===== src/rtl/bscan_pkg.sv =====
package bscan_pkg;

  // Slot of a cell inside one pin group, counted from the scan input side.
  typedef enum logic [1:0] {
    SLOT_IN  = 2'd0,
    SLOT_OE  = 2'd1,
    SLOT_OUT = 2'd2
  } slot_e;

  localparam int unsigned SLOTS_PER_PIN = 3;

  // Absolute chain position of a slot of a given pin.
  function automatic int unsigned chain_pos(input int unsigned pin, input slot_e slot);
    return pin * SLOTS_PER_PIN + int'(slot);
  endfunction

endpackage


===== src/rtl/bscan_cell.sv =====
module bscan_cell #(
  parameter bit UPD_RST = 1'b0
) (
  input  logic clk,
  input  logic rst,
  input  logic cap_en,
  input  logic shift_sel,
  input  logic upd_en,
  input  logic par_in,
  input  logic sdi,
  output logic cap_q,
  output logic upd_q
);

  always_ff @(posedge clk) begin
    if (rst) begin
      cap_q <= 1'b0;
    end else if (cap_en) begin
      cap_q <= shift_sel ? sdi : par_in;
    end
  end

  always_ff @(posedge clk) begin
    if (rst) begin
      upd_q <= UPD_RST;
    end else if (upd_en) begin
      upd_q <= cap_q;
    end
  end

  // parallel capture loads the neighbouring core/pin signal
  assert_capture_R3: assert property (@(posedge clk) disable iff (rst)
    (cap_en && !shift_sel) |=> (cap_q == $past(par_in)));

  // shift takes the bit of the previous cell
  assert_shift_R4: assert property (@(posedge clk) disable iff (rst)
    (cap_en && shift_sel) |=> (cap_q == $past(sdi)));

  // no register clock, no change
  assert_cap_hold_R10: assert property (@(posedge clk) disable iff (rst)
    !cap_en |=> $stable(cap_q));

  // update register only moves on the update strobe
  assert_upd_hold_R6: assert property (@(posedge clk) disable iff (rst)
    !upd_en |=> $stable(upd_q));

  // update takes the capture value from before the same edge
  assert_upd_load_R9: assert property (@(posedge clk) disable iff (rst)
    upd_en |=> (upd_q == $past(cap_q)));

endmodule


===== src/rtl/bscan_pin_group.sv =====
module bscan_pin_group
  import bscan_pkg::*;
(
  input  logic clk,
  input  logic rst,
  input  logic cap_en,
  input  logic shift_sel,
  input  logic upd_en,
  input  logic test_mode,
  input  logic force_hiz,
  input  logic sdi,
  input  logic core_out,
  input  logic core_oe_n,
  input  logic pin_in,
  output logic sdo,
  output logic pad_out,
  output logic pad_oe_n,
  output logic core_in
);

  localparam int unsigned S = SLOTS_PER_PIN;

  logic [S:0]   link;
  logic [S-1:0] par;
  logic [S-1:0] upd;

  assign par[SLOT_IN]  = pin_in;
  assign par[SLOT_OE]  = core_oe_n;
  assign par[SLOT_OUT] = core_out;
  assign link[0]       = sdi;

  for (genvar s = 0; s < S; s++) begin : g_slot
    bscan_cell #(
      .UPD_RST(s == int'(SLOT_OE))
    ) i_cell (
      .clk      (clk),
      .rst      (rst),
      .cap_en   (cap_en),
      .shift_sel(shift_sel),
      .upd_en   (upd_en),
      .par_in   (par[s]),
      .sdi      (link[s]),
      .cap_q    (link[s+1]),
      .upd_q    (upd[s])
    );
  end

  assign sdo = link[S];

  always_comb begin
    if (test_mode) begin
      pad_out  = upd[SLOT_OUT];
      pad_oe_n = upd[SLOT_OE];
      core_in  = upd[SLOT_IN];
    end else begin
      pad_out  = core_out;
      pad_oe_n = core_oe_n;
      core_in  = pin_in;
    end
    if (force_hiz) begin
      pad_oe_n = 1'b1;
    end
  end

endmodule


===== src/rtl/bscan_chain.sv =====
module bscan_chain
  import bscan_pkg::*;
#(
  parameter int unsigned PINS = 4
) (
  input  logic            clk,
  input  logic            rst,
  input  logic            scan_in,
  output logic            scan_out,
  input  logic            dr_clock,
  input  logic            dr_shift,
  input  logic            dr_update,
  input  logic            test_mode,
  input  logic            force_hiz,
  input  logic [PINS-1:0] core_out,
  input  logic [PINS-1:0] core_oe_n,
  input  logic [PINS-1:0] pin_in,
  output logic [PINS-1:0] pad_out,
  output logic [PINS-1:0] pad_oe_n,
  output logic [PINS-1:0] core_in
);

  localparam int unsigned CHAIN_LEN = PINS * SLOTS_PER_PIN;

  logic [PINS:0] link;

  assign link[0] = scan_in;

  for (genvar g = 0; g < PINS; g++) begin : g_pin
    bscan_pin_group i_group (
      .clk      (clk),
      .rst      (rst),
      .cap_en   (dr_clock),
      .shift_sel(dr_shift),
      .upd_en   (dr_update),
      .test_mode(test_mode),
      .force_hiz(force_hiz),
      .sdi      (link[g]),
      .core_out (core_out[g]),
      .core_oe_n(core_oe_n[g]),
      .pin_in   (pin_in[g]),
      .sdo      (link[g+1]),
      .pad_out  (pad_out[g]),
      .pad_oe_n (pad_oe_n[g]),
      .core_in  (core_in[g])
    );
  end

  assign scan_out = link[PINS];

  // global high-Z wins over every cell
  assert_hiz_R8: assert property (@(posedge clk) disable iff (rst)
    force_hiz |-> (pad_oe_n == {PINS{1'b1}}));

  // transparent path when not in test mode
  assert_transparent_R2: assert property (@(posedge clk) disable iff (rst)
    (!test_mode && !force_hiz) |->
      (pad_out == core_out && pad_oe_n == core_oe_n && core_in == pin_in));

  // serial output changes only when the chain is clocked
  assert_sout_hold_R4: assert property (@(posedge clk) disable iff (rst)
    !dr_clock |=> $stable(scan_out));

  initial begin
    assert_len_R5: assert (CHAIN_LEN == 3 * PINS);
  end

endmodule


===== config.mk =====
export PLATFORM = sky130hd
export DESIGN_NAME = bscan_chain
export DESIGN_NICKNAME = d
export VERILOG_FILES = /design/src/rtl/bscan_pkg.sv /design/src/rtl/bscan_cell.sv /design/src/rtl/bscan_pin_group.sv /design/src/rtl/bscan_chain.sv
export SDC_FILE = /design/constraint.sdc
export NUM_CORES = 1
export LEC_CHECK = 0
export BUFFER_PORTS_ARGS = -buffer_cell sky130_fd_sc_hd__buf_4
export CAP_MARGIN = 15
export CORE_UTILIZATION = 45
export CTS_CLUSTER_SIZE = 8
export DETAILED_ROUTE_END_ITERATION = 10
export HOLD_SLACK_MARGIN = 0.08
export PLACE_DENSITY = 0.71
export RECOVER_POWER = 25
export SYNTH_ARGS = -nofsm -noshare
export SYNTH_HDL_FRONTEND = slang
export SYNTH_HIERARCHICAL = 1
export SYNTH_SLANG_ARGS = --single-unit

===== constraint.sdc =====
create_clock -name clk -period 1.05 [get_ports clk]
set_clock_uncertainty 0.05 [all_clocks]
set_input_delay 0.105 -clock clk [delete_from_list [all_inputs] [get_ports clk]]
set_output_delay 0.105 -clock clk [all_outputs]
set_load 0.02 [all_outputs]

# --- Word level (Yosys, flattened, before mapping) ---
# Cells that the tools add are included.
# W data, S select, Z words.
totals:
  regBits: 24
  output_inout_bits: 13
  word_cells: 52
op_classes:
  n_mux: 28
op_table:
  columns: ["cell", "n"]
  rows:
  - ["$mux W1", 28]

# --- Depth between registers and ports, before layout ---
depth:
  ltp_word: 2
  depth_mapped: 2
  ltp_nobuf: 2

# --- Hierarchy ---
# The synthesis kept the hierarchy.
modules_own_cells:
  columns: ["module", "n_inst", "cells_per_inst", "area_per_inst_um2"]
  rows:
  - ["bscan_cell at g_pin[0].i_group.g_slot[0].i_cell ...", 8, 7, 80.1]
  - ["bscan_cell at g_pin[0].i_group.g_slot[1].i_cell ...", 4, 7, 81.3]
  - ["bscan_pin_group", 4, 4, 37.5]

# --- Worst setup path before layout ---
# No wires, ideal clock.
synth_timing:
  path_type: "register -> register"
  startpoint: "reg g_pin[3].i_group/g_slot[2].i_cell/cap_q (netlist name)"
  endpoint: "reg g_pin[3].i_group.g_slot[2].i_cell.cap_q"
  setup_ps: 79
  t_arrival_ps: 688
  required_time_ps: 921
  setup_slack_ps: 232
  path_stages_with_launch: 3
  path_buffers: 0
  period_less_slack_ps: 818
  path_cell_list: "dfxtp_1 -> nor2_1 -> a211oi_2"
synth_rtl:
  columns: ["element", "line", "text"]
  rows:
  - ["end signal, assigned", "bscan_cell.sv:19", "cap_q <= shift_sel ? sdi : par_in;"]
  - ["end, declared", "bscan_cell.sv:11", "output logic cap_q,"]

# --- Final worst setup path ---
layout_timing:
  startpoint: "reg g_pin[3].i_group.g_slot[1].i_cell.upd_q"
  endpoint: "out pad_oe_n[3]"
layout_between:
  elab_chain_cells: 2
layout_lines:
  columns: ["element", "line", "text"]
  rows:
  - ["start, declared", "bscan_cell.sv:12", "output logic upd_q"]
  - ["start signal, assigned", "bscan_cell.sv:27", "upd_q <= cap_q;"]
  - ["$mux W1", "bscan_pin_group.sv:51", "if (test_mode) begin"]
  - ["$mux W1", "bscan_pin_group.sv:60", "if (force_hiz) begin"]
  - ["end, declared", "bscan_chain.sv:19", "output logic [PINS-1:0] pad_oe_n,"]
# Every way passes these cells.

==> flow_metrics.env <==
export IMPL_cts_buffer_depth=2
export IMPL_crit_slowest_cell="dfxtp_2"
export IMPL_cp_startpoint="g_pin[3].i_group/g_slot[1].i_cell/upd_q"
export IMPL_area_growth_pct=36.0
export IMPL_layout_setup_ws_ns=-0.164
export IMPL_cts_hold_buffers_added=0
export IMPL_slew_headroom_pct=78.1
export IMPL_ant_nets=0
export IMPL_min_delay_start="rst"
export IMPL_crit_required_ns=0.89
export IMPL_reg2reg_from="g_pin[3].i_group/g_slot[1].i_cell/upd_q"
export IMPL_syn_nets=120
export IMPL_fp_dieW_um=51.8
export IMPL_clockPowerShare_pct=24.8
export IMPL_violations="setup timing"
export IMPL_period_share_pct=116
export IMPL_synth_edf_count=0
export IMPL_drive_gt1_share_pct=50.0
export IMPL_max_cap_violations=0
export IMPL_synth_area_leaders="dfxtp_1 43%, mux2i_1 18%, a211oi_2 13%, mux2_2 8.1%, nor2_1 6.7%"
export IMPL_power_switching_w=0.000530
export IMPL_cts_max_level=1
export IMPL_critPathLaunchType="flop"
export IMPL_gp_congestion=0.664
export IMPL_yosys_warnings=6
export IMPL_core_mm2=0.00228
export IMPL_setup_tns_ns=-1.76
export IMPL_synthFlopType="dfxtp_1"
export IMPL_fillers=199
export IMPL_rows=17
export IMPL_syn_avg_cell_area_um2=11.2
export IMPL_initialDrtViolationCount=9
export IMPL_arrival_ns=1.06
export IMPL_yosysMostFrequentCell="dfxtp_1"
export IMPL_rsz0062_at_grt="yes"
export IMPL_dr_pass1_iters=4
export IMPL_ys_seq_area_share_pct=43.0
export IMPL_period_needed_ns=1.21
export IMPL_die_h_um=51.8
export IMPL_synth_cell_types=7
export IMPL_io_buffer_count=32
export IMPL_cts_tree="yes"
export IMPL_ys_ff_latch=24
export IMPL_intPower_w=0.00142
export IMPL_final_nets=157
export IMPL_grt_pass1_vias=858
export IMPL_cp_end_kind="output port"
export IMPL_status="complete, but fails checks"
export IMPL_die_area_mm2=0.00268
export IMPL_finalHoldViolCount=0
export IMPL_final_max_slew_viol_count=0
export IMPL_wire_per_inst_um=14.9
export IMPL_cp_top_family="flip-flops"
export IMPL_drc=0
export IMPL_hpwlAfterDp_um=1550
export IMPL_synth_commonest_cells="24 x dfxtp_1, 20 x mux2i_1, 20 x nor2_1"
export IMPL_synth_top_cell_area_share_pct=43.0
export IMPL_min_path_type="in -> reg"
export IMPL_dpl_cell_area_mm2=0.00139
export IMPL_fin_cells=164
export IMPL_routed_via_density=5.52
export IMPL_grt_first_pass_wirelength_um=3910
export IMPL_num_antenna_cells=0
export IMPL_irDropWorstVdd_uv=978
export IMPL_ios=33
export IMPL_routed_wl_um=2450
export IMPL_syn_inst=100
export IMPL_vias=905
export IMPL_async_flop_share_pct=0
export IMPL_max_slew_worst_pin_slew_ns=0.328
export IMPL_antenna_found_initial=0
export IMPL_finalSetupViolations=12
export IMPL_place_inst=160
export IMPL_start_util_pct=49.0
export IMPL_fmax_ghz=0.824
export IMPL_seqPwrFrac_pct=51.8
export IMPL_clk_latency_ns=0.31
export IMPL_p_per_area_mw_per_mm2=1290
export IMPL_yosysTopAreaCell="dfxtp_1"
export IMPL_fin_total_pwr_w=0.00195
export IMPL_swShare_pct=27.1
export IMPL_clk_pin_slew_worst_paths_ns=0.13
export IMPL_post_route_cell_area_mm2=0.00152
export IMPL_clkSinkCount=24
export IMPL_numCtsBuffers=3
export IMPL_root_buffer="clkbuf_4"
export IMPL_slowest_delay_ns=0.34
export IMPL_critPathKind="reg -> out"
export IMPL_grtUsageTotal_pct=20.0
export IMPL_p_comb_share_pct=23.4
export IMPL_netlist_area_mm2=0.00112
export IMPL_path_cells="a211o_1, buf_6"
export IMPL_leakage_nw=0.686
export IMPL_overflow=0
export IMPL_grt_start_max_net_pins=25
export IMPL_crit_buf_inv=1
export IMPL_crit_fanout=2
## worst paths after layout
kind	endpoint	slack, ns	cells past startpoint
worst max-delay path	pad_oe_n[3]	-0.16	2
worst min-delay path	g_pin[0].i_group/g_slot[0].i_cell/upd_q	0.11	2
worst max register to register	g_pin[3].i_group/g_slot[1].i_cell/upd_q	0.22	2
worst min register to register	g_pin[0].i_group/g_slot[0].i_cell/upd_q	0.45	2
## per-layer routing
layer	share of wire, %	routed length [um]	GRT usage, %
met5	0	0	0
met2	48	1190	34.0
met4	0.65	16	8.11
met1	47	1150	25.2
met3	3.9	95	2.63
## kinds of logic (layout without fill, tap and decap cells)
group | Yosys count | after routing | share of synthesized area, %
multiplexers | 28 | 28 | 26.0
AND/OR/NAND/NOR | 28 | 28 | 11.2
buffers and inverters | 0 | 36 | 0
AO/OA/AOI/OAI | 20 | 20 | 19.7
flip-flops | 24 | 24 | 43.0
## cell type report
| cell class | count | area (um2) | area share, % |
|---|---|---|---|
| timing repair buffer | 32 | 285 | 18.8 |
| sequential | 24 | 495 | 32.6 |
| multi-input combinational | 76 | 666 | 43.9 |
| tap | 28 | 35.0 | 2.31 |
| clock buffer | 4 | 36.3 | 2.39 |
## power groups by stage
stage | Combinational (W) | Sequential, W | Clock (W)
4_1_cts | 0.000455 | 0.00101 | 0.000504
3_3_place_gp | 0.000403 | 0.00102 | 0
5_1_grt | 0.000488 | 0.00102 | 0.000530
2_1_floorplan | 0.000214 | 0.00102 | 0
3_5_place_dp | 0.000410 | 0.00103 | 0
6_report | 0.000456 | 0.00101 | 0.000485
## per-stage QoR
step | utilization (%) | setup WS, ns | hold slack (ns)
finish | 66.7 | -0.164 | 0.110
global route | 66.7 | -0.209 | 0.110
CTS | 66.7 | -0.186 | 0.0951
detailed placement | 61.1 | 0.0482 | 0.435
global placement | 61.1 | 0.0601 | 0.417
floorplan | - | 0.232 | 0.120
## registers in the layout, summed over array words and instances, names as in the netlist
register	flops
g_pin.i_group/g_slot.i_cell/cap_q	12
g_pin.i_group/g_slot.i_cell/upd_q	12
## worst register-to-register path, delay by kind of cell (launching register included)
| kind | cells | cell delay [ns] |
|---|---|---|
| AO/OA/AOI/OAI | 1 | 0.23 |
| flip-flops | 1 | 0.34 |
| AND/OR/NAND/NOR | 1 | 0.12 |
## cell usage in the layout (no fill, tap or decap)
master    count
a211o_1       8
a211oi_2     12
buf_4        20
buf_6        12
clkbuf_4      3
clkbuf_8      1
dfxtp_1      12
dfxtp_2      12
mux2_4        8
mux2i_1      20
nor2_1       20
nor2b_1       8
## what timing repair did
action	4_1_cts	5_1_grt
gates resized for setup	32	0
setup endpoints to repair	12	12
setup buffers	0	0
(Power assumes the default switching activity.)
